$ cat config.mk
export PLATFORM = sky130hd
export DESIGN_NAME = pairsum_fsmd
export DESIGN_NICKNAME = d
export VERILOG_FILES = /design/src/rtl/pairsum_pkg.sv /design/src/rtl/pairsum_ctrl.sv /design/src/rtl/pairsum_dp.sv /design/src/rtl/pairsum_outgate.sv /design/src/rtl/pairsum_fsmd.sv
export SDC_FILE = /design/constraint.sdc
export NUM_CORES = 1
export LEC_CHECK = 0
export BUFFER_PORTS_ARGS = -buffer_cell sky130_fd_sc_hd__buf_4
export CAP_MARGIN = 5
export CORE_AREA = 2 2 44 50
export CTS_BUF_LIST = sky130_fd_sc_hd__clkbuf_4 sky130_fd_sc_hd__clkbuf_8
export CTS_CLUSTER_DIAMETER = 100
export DETAILED_ROUTE_END_ITERATION = 16
export DIE_AREA = 0 0 46 52
export GPL_TIMING_DRIVEN = 0
export PLACE_DENSITY_LB_ADDON = 0.2
export RECOVER_POWER = 100
export SYNTH_ARGS = -nofsm -noshare
export SYNTH_HDL_FRONTEND = slang
export SYNTH_SLANG_ARGS = --single-unit
export TNS_END_PERCENT = 50
$ cat constraint.sdc
create_clock -name clk -period 1.99 [get_ports clk]
set_clock_uncertainty 0.2 [all_clocks]
set_input_delay 0.597 -clock clk [delete_from_list [all_inputs] [get_ports clk]]
set_output_delay 0.597 -clock clk [all_outputs]
set_load 0.01 [all_outputs]
$ cat src/rtl/pairsum_pkg.sv
package pairsum_pkg;

   typedef enum logic [1:0] {
      PH_IDLE  = 2'd0,
      PH_ACC_A = 2'd1,
      PH_ACC_B = 2'd2,
      PH_SHOW  = 2'd3
   } phase_e;

   typedef struct packed {
      logic clr;
      logic ld;
      logic oe;
   } ctl_t;

   localparam ctl_t CW_IDLE = 3'b100;
   localparam ctl_t CW_ACC  = 3'b010;
   localparam ctl_t CW_SHOW = 3'b001;

   localparam int unsigned NUM_PHASES = 4;

endpackage

$ cat src/rtl/pairsum_ctrl.sv
module pairsum_ctrl
   import pairsum_pkg::*;
#(
   parameter int unsigned ONE_HOT = 0
) (
   input  logic clk,
   input  logic rst,
   input  logic go,
   output ctl_t ctl
);

   localparam int unsigned HOT_W = NUM_PHASES;

   phase_e cur;

   generate
      if (ONE_HOT > 1) begin : g_bad_sel
         $error("pairsum_ctrl: ONE_HOT must be 0 or 1");
      end

      if (ONE_HOT == 1) begin : g_onehot
         logic [HOT_W-1:0] hot_q;
         logic [HOT_W-1:0] hot_d;

         always_comb begin
            hot_d    = '0;
            hot_d[0] = (hot_q[0] & ~go) | hot_q[3];
            hot_d[1] = hot_q[0] & go;
            hot_d[2] = hot_q[1];
            hot_d[3] = hot_q[2];
         end

         always_ff @(posedge clk) begin
            if (rst) hot_q <= {{(HOT_W-1){1'b0}}, 1'b1};
            else     hot_q <= hot_d;
         end

         always_comb begin
            case (hot_q)
               4'b0010: cur = PH_ACC_A;
               4'b0100: cur = PH_ACC_B;
               4'b1000: cur = PH_SHOW;
               default: cur = PH_IDLE;
            endcase
         end

         AST_HOT_LEGAL: assert property (@(posedge clk) disable iff (rst)
            $onehot(hot_q));
      end else begin : g_binary
         phase_e cur_q;
         phase_e nxt;

         always_comb begin
            case (cur_q)
               PH_IDLE:  nxt = go ? PH_ACC_A : PH_IDLE;
               PH_ACC_A: nxt = PH_ACC_B;
               PH_ACC_B: nxt = PH_SHOW;
               PH_SHOW:  nxt = PH_IDLE;
               default:  nxt = PH_IDLE;
            endcase
         end

         always_ff @(posedge clk) begin
            if (rst) cur_q <= PH_IDLE;
            else     cur_q <= nxt;
         end

         assign cur = cur_q;
      end
   endgenerate

   always_comb begin
      case (cur)
         PH_ACC_A: ctl = CW_ACC;
         PH_ACC_B: ctl = CW_ACC;
         PH_SHOW:  ctl = CW_SHOW;
         default:  ctl = CW_IDLE;
      endcase
   end

   AST_IDLE_HOLD: assert property (@(posedge clk) disable iff (rst)
      (cur == PH_IDLE && !go) |=> (cur == PH_IDLE));
   AST_START_STEP: assert property (@(posedge clk) disable iff (rst)
      (cur == PH_IDLE && go) |=> (cur == PH_ACC_A));
   AST_ADD_CHAIN: assert property (@(posedge clk) disable iff (rst)
      (cur == PH_ACC_A) |=> (cur == PH_ACC_B));
   AST_TO_SHOW: assert property (@(posedge clk) disable iff (rst)
      (cur == PH_ACC_B) |=> (cur == PH_SHOW));
   AST_BACK_IDLE: assert property (@(posedge clk) disable iff (rst)
      (cur == PH_SHOW) |=> (cur == PH_IDLE));

endmodule

$ cat src/rtl/pairsum_dp.sv
module pairsum_dp #(
   parameter int unsigned DATA_W = 8
) (
   input  logic              clk,
   input  logic              rst,
   input  logic              clr,
   input  logic              ld,
   input  logic [DATA_W-1:0] x,
   output logic [DATA_W:0]   sum
);

   localparam int unsigned SUM_W = DATA_W + 1;

   logic [SUM_W-1:0] add_out;

   generate
      if (DATA_W < 1) begin : g_bad_width
         $error("pairsum_dp: DATA_W must be at least 1");
      end
   endgenerate

   assign add_out = sum + {1'b0, x};

   always_ff @(posedge clk) begin
      if (rst || clr) sum <= '0;
      else if (ld)    sum <= add_out;
   end

   AST_CLEAR_WORKS: assert property (@(posedge clk) disable iff (rst)
      clr |=> (sum == '0));
   AST_NO_OVERFLOW: assert property (@(posedge clk) disable iff (rst)
      (ld && !clr) |=> (sum >= $past(sum)));
   AST_HOLD_IDLE: assert property (@(posedge clk) disable iff (rst)
      (!ld && !clr) |=> $stable(sum));

endmodule

$ cat src/rtl/pairsum_outgate.sv
module pairsum_outgate #(
   parameter int unsigned DATA_W = 8
) (
   input  logic            oe,
   input  logic [DATA_W:0] sum,
   output logic [DATA_W:0] y,
   output logic            vld
);

   assign y   = oe ? sum : '0;
   assign vld = oe;

endmodule

$ cat src/rtl/pairsum_fsmd.sv
module pairsum_fsmd
   import pairsum_pkg::*;
#(
   parameter int unsigned DATA_W  = 8,
   parameter int unsigned ONE_HOT = 0
) (
   input  logic              clk,
   input  logic              rst,
   input  logic              go,
   input  logic [DATA_W-1:0] x_in,
   output logic [DATA_W:0]   y_out,
   output logic              y_vld,
   output logic [2:0]        ctl_word
);

   ctl_t            ctl;
   logic [DATA_W:0] sum;

   pairsum_ctrl #(.ONE_HOT(ONE_HOT)) u_ctrl (
      .clk (clk),
      .rst (rst),
      .go  (go),
      .ctl (ctl)
   );

   pairsum_dp #(.DATA_W(DATA_W)) u_dp (
      .clk (clk),
      .rst (rst),
      .clr (ctl.clr),
      .ld  (ctl.ld),
      .x   (x_in),
      .sum (sum)
   );

   pairsum_outgate #(.DATA_W(DATA_W)) u_gate (
      .oe  (ctl.oe),
      .sum (sum),
      .y   (y_out),
      .vld (y_vld)
   );

   assign ctl_word = ctl;

   AST_CTL_ONEHOT: assert property (@(posedge clk) disable iff (rst)
      $countones(ctl_word) == 1);
   AST_VLD_ONLY_SHOW: assert property (@(posedge clk) disable iff (rst)
      y_vld |-> (ctl_word == 3'b001));
   AST_QUIET_OUT: assert property (@(posedge clk) disable iff (rst)
      !y_vld |-> (y_out == '0));
   AST_VLD_ONE_CYCLE: assert property (@(posedge clk) disable iff (rst)
      y_vld |=> !y_vld);

endmodule

# Yosys cells after proc, flatten, opt, wreduce, memory -nomap -nowiden
# Cells that the tools add are included.
dict set report word_totals {
  register_bits 11
  input_bits 11
  output_inout_bits 13
  word_cells 13
}
dict set report classes {
  addsub 1
  eq_ne 3
  mux 4
  n_reduce_logical 3
}
# cell n
set op_table {}
lappend op_table {{adder 9 x 8 -> 9 bit} 1}
lappend op_table {{two-way mux 9 bit} 1}
lappend op_table {{case mux 2 bit (4 select lines)} 1}
lappend op_table {{case mux 3 bit (2 select lines)} 1}
lappend op_table {{== test 2 bit (second input constant)} 2}
lappend op_table {{== test 2 x 1 -> 1 bit (second input constant)} 1}
lappend op_table {{zero test 2 bit} 1}
lappend op_table {{OR reduction 2 bit} 1}
lappend op_table {{logical OR 1 bit} 1}
lappend op_table {{two-way mux 1 bit} 1}

# Depth between registers and ports, before layout
dict set report depth {
  ltp_word 4
  mapped_depth 7
  mapped_depth_nobuf 6
}

# Modules after synthesis
# Synthesis repeated with hierarchy kept, for this count alone.
dict set report hier_totals {
  cells_unflattened 90
  area_unflattened_um2 809.5
}
# module instances cells_per_inst area_per_inst_um2 seq_area_each_um2
set by_module_without_submodules {}
lappend by_module_without_submodules {pairsum_dp 1 69 633.1 180.2}
lappend by_module_without_submodules {pairsum_ctrl 1 11 112.6 40.0}
lappend by_module_without_submodules {pairsum_outgate 1 10 63.8 0.0}

# Worst setup path before layout
# Ideal clock, no wire load.
dict set report synth_path {
  path_kind {input to register}
  from {input port x_in[1]}
  to {register u_dp.sum[7]}
  setup_ps 95
  t_arrival_ps 1823
  t_required_ps 1695
  path_slack_ps -128
  path_stages 5
  path_buffers 0
  path_cell_list {ha_1 -> a211oi_1 -> nor3_1 -> or4_1 -> o311ai_1}
}
dict set report synth_via {
  elab_chain_len 1
}
# element line
set synth_rtl {}
lappend synth_rtl {{start, declared} pairsum_fsmd.sv:10} ;# input logic [DATA_W-1:0] x_in,
lappend synth_rtl {{adder 9 x 8 -> 9 bit} pairsum_dp.sv:22} ;# assign add_out = sum + {1'b0, x};
lappend synth_rtl {{end signal, assigned} pairsum_dp.sv:26} ;# else if (ld) sum <= add_out;
lappend synth_rtl {{end, declared} pairsum_dp.sv:9} ;# output logic [DATA_W:0] sum
# No other way between the ends.
# A chain may end at the register's enable or synchronous reset.

# Worst setup path after layout
dict set report layout_path {
  from {register u_ctrl.g_binary.cur_q[1], in the netlist u_ctrl.cur[1]}
  to {register u_dp.sum[7]}
}
dict set report layout_via {
  elab_chain_len 4
  word_cells_on_any_way 6
  cone_classes {eq/ne: 3; mux: 1; reduce/logical: 2}
}
# element line
set layout_rtl {}
lappend layout_rtl {{start, declared} pairsum_ctrl.sv:50} ;# phase_e cur_q;
lappend layout_rtl {{start signal, assigned} pairsum_ctrl.sv:65} ;# else cur_q <= nxt;
lappend layout_rtl {{== test 2 x 1 -> 1 bit / == test 2 bit (equally long branches)} pairsum_ctrl.sv:73} ;# case (cur)
lappend layout_rtl {{OR reduction 2 bit (no source line)} -}
lappend layout_rtl {{case mux 3 bit (2 select lines) *} pairsum_ctrl.sv:73}
lappend layout_rtl {{logical OR 1 bit} pairsum_dp.sv:25} ;# if (rst || clr) sum <= '0;
# Mark *: on every way between the ends. The rest lies on a longest branch, timed or not.

==> summary.md <==
| Metric | Value |
|---|---|
| Yosys cell types | 34 |
| Clk root buf | clkbuf_4 |
| Grt total ovfl | 0 |
| Design Area, Final | between 1000 and 1500 um2 |
| Area grow syn2layout | 38.06% |
| FF-to-FF Start | u_ctrl.cur[1] |
| CTS Buffer Depth | 2 |
| Die Height | 52 um |
| Vias per cell | 5.353 |
| Vias in the first global route | about 780 |
| Final WL | 1929 um |
| Syn_area_per_cell | 8.394 um2 |
| CP Data Required Time | ~2.0 ns |
| Worst-path cell chain | inv_2, ha_4, or3b_4, or4_1, o311ai_1 |
| Lkg Pwr | between 0.5 and 0.6 nW |
| Post-route ant nets | 0 |
| Io pins | 24 |
| Final setup violation count | 0 |
| CP arrival | 1.94 ns |
| Seq/Total Area, Yosys | 0.2547 |
| Synthesis-stage register bit count | 11 |
| Largest cells by area after synthesis | dfxtp_1 (25%), ha_1 (16%), and2_1 (6.5%), mux2i_1 (5.8%), nor2_1 (4.3%) |
| Gpl congestion | 0.8553 |
| Clock latency on the worst-skew pair | approximately 0.28 ns |
| Sw Share | 0.3174 |
| Die ar. | 2392 um2 |
| Relative slew slack | 0.6669 |
| Met1 usage | 0.2236 |
| Critical path type | reg -> reg |
| Pins Over Slew Limit | 0 |
| Final worst path period share | 0.9836 |
| Met2 usage | 0.3194 |
| Initial Util | 0.4516 |
| Post-DP HPWL | ~1500 um |
| Global routing usage on met3 | 0.02083 |
| Pwr/cell area | roughly 560 nW/um2 |
| Crit. End Element | flop |
| Drt initial violations | 6 |
| Min Hold Slack | between 0.2 and 0.3 ns |
| Setup TNS | 0 ns |
| Clk pwr share | 0.262 |
| Fmax | 510.9 MHz |
| Total of max-cap violations | 0 |
| IO Port Bufs | 23 |
| Clock sinks | 11 |
| Min-delay worst type | reg -> reg |
| Mapped Area | a little under 900 um2 |
| Share of cells above drive strength 1 | 0.3740 |
| Comb power frac | 0.366 |
| First-pass GRT wire length | 3236 um |
| Initial antenna violation count | 0 |
| Launch point of the worst hold path | u_dp.sum[8] |
| Tightest Pin Transition | 0.4996 ns |
| CP startpoint kind | flop |
| # fillers | between 150 and 200 |
| Post-layout nets | 155 |
| FFs w/ async S/R, synth | 0 |
| Worst vdd ir | about 380 uV |
| Slowest stage delay, CP | 0.51 ns |
| Status | completed |
| Final hold viol count | 0 |
| Power Internal | around 0.00045 W |
| Pin count of the biggest net entering global routing | 12 |
| Switching power | around 0.00021 W |
| Post-synth EDFFs | 0 |
| Post-synth top area share | 0.2547 |
| Max Fanout on Critical Path | 3 |
| DR WL/cell | ~13 um |
| Syn Inst Count | 103 |
| Core area | 1914 um2 |
| CTS buffer count | 3 |
| CTS clk-pin slew, worst paths | 0.07 ns |
| H-tree depth | 1 |
| RSZ-0062 raised after global routing | yes |
| Top_reg_cell synth | dfxtp_1 |
| Synth area leader | dfxtp_1 |
| Sequential share of power | 0.372 |
| Placed cell area | about 1100 um2 |
| Crit-path slowest cell | or4_1 |
| Post-route DRC | 0 |
| GR peak layer | met2 |
| Chip width | 46 um |
| Synth Net Count | approximately 130 |
| ANT cells | 0 |
| Yosys warnings | 0 |
| Global Route Usage Sum | 0.1862 |
| Drt pass-1 iters | 4 |
| Critical Path Start | u_ctrl.cur[1] |
| CTS tree | done |
| Site row count | 17 |
| Fin crit period | ~2 ns |
| Vias | 803 |
-- metrics by stage --
step           cells  setup slack, ns  total power, W  utilization
6_report         150          0.03262       0.0006657       0.6235
5_1_grt          150        -0.008529       0.0007092       0.6235
3_5_place_dp     145          -0.2350       0.0004755       0.5869
3_3_place_gp     145          -0.2151       0.0004708       0.5869
4_1_cts          151         -0.01697       0.0006551       0.6124
2_1_floorplan    103         -0.02098       0.0004069            -
-- cell type report --
cell class	count	area (um2)	area share
Buffer	4	30.03	0.02516
Clock buffer	4	30.03	0.02516
Inverter	5	18.77	0.01572
Multi-Input combinational cell	82	671.9	0.5629
Sequential cell	11	224.0	0.1876
Tap cell	19	23.77	0.01992
Timing Repair Buffer	25	195.2	0.1635
-- layout by cell type (no fill, tap or decap), drive strengths merged, types with 2 or more instances in the layout --
cell,count
xnor2,2
and2,9
nor3,2
o311ai,2
buf,28
nand3,2
a211oi,4
dfxtp,11
nand2,8
inv,5
nor2,10
mux2i,5
ha,11
o21ai,4
a21o,2
a21oi,4
nor2b,2
clkbuf,5
nand3b,2
-- cells by family (layout without fill, tap and decap cells) --
group / after synthesis / in the layout / synth area share
buffers and inverters: 10 / 38 / 0.05788
adders and majority gates: 12 / 12 / 0.1823
and+or+nand+nor: 41 / 41 / 0.2475
xor gates and xnor gates: 2 / 2 / 0.02026
AOI/OAI and AO/OA: 22 / 22 / 0.1795
muxes: 5 / 5 / 0.05789
DFF: 11 / 11 / 0.2547
-- power by group through the flow --
stage	sequential (W)	clock [W]	combinational, W
after global placement	0.000250	0	0.000221
after CTS	0.000245	0.000176	0.000233
after global routing	0.000249	0.000192	0.000268
after detailed placement	0.000250	0	0.000226
after floorplan	0.000248	0	0.000159
final	0.000248	0.000174	0.000243
-- Yosys cell counts, types with 2 or more instances --
| cell type | n |
|---|---|
| dfxtp_1 | 11 |
| ha_1 | 11 |
| nor2_1 | 10 |
| and2_1 | 9 |
| nand2_1 | 8 |
| inv_1 | 5 |
| mux2i_1 | 5 |
| a211oi_1 | 4 |
| a21oi_1 | 4 |
| o21ai_0 | 4 |
| buf_4 | 3 |
| a21o_1 | 2 |
| nand3_1 | 2 |
| nand3b_1 | 2 |
| nor2b_1 | 2 |
| nor3_1 | 2 |
| xnor2_1 | 2 |
-- registers in the layout, indices dropped and copies added (netlist names) --
| signal | cells |
|---|---|
| u_ctrl.cur | 2 |
| u_dp.sum | 9 |
-- critical path, delay by kind of cell (launching register included) --
kind / cells / cell delay (ns)
flip-flops: 1 / 0.37
adder cells (fa/ha/maj): 1 / 0.28
AND/OR/NAND/NOR: 2 / 0.89
buffers and inverters: 1 / 0.05
AO/OA/AOI/OAI: 1 / 0.08
-- final timing paths --
| path | endpoint | slack, ns | depth (start not counted) |
|---|---|---|---|
| min | u_dp.sum[8] | 0.27 | 2 |
| max | u_dp.sum[7] | 0.03 | 5 |
| max reg2reg | u_dp.sum[7] | 0.03 | 5 |
| min reg2reg | u_dp.sum[8] | 0.27 | 2 |
-- layer usage --
metal / vias to the layer above / part of all wire
met5: - / 0
met4: 0 / 0.019
met3: 5 / 0.041
met2: 20 / 0.48
met1: 358 / 0.46
li1: 420 / -
-- timing repair --
action / CTS / global route
hold buffers: 0 / 0
endpoints found under the hold margin: 0 / 0
gates resized for setup: 2 / 8
buffers inserted: 2 / 0
gates cloned: 0 / 0
pin swaps: 3 / 3
endpoints found under the setup margin: 13 / 14
(Power assumes the default switching activity.)
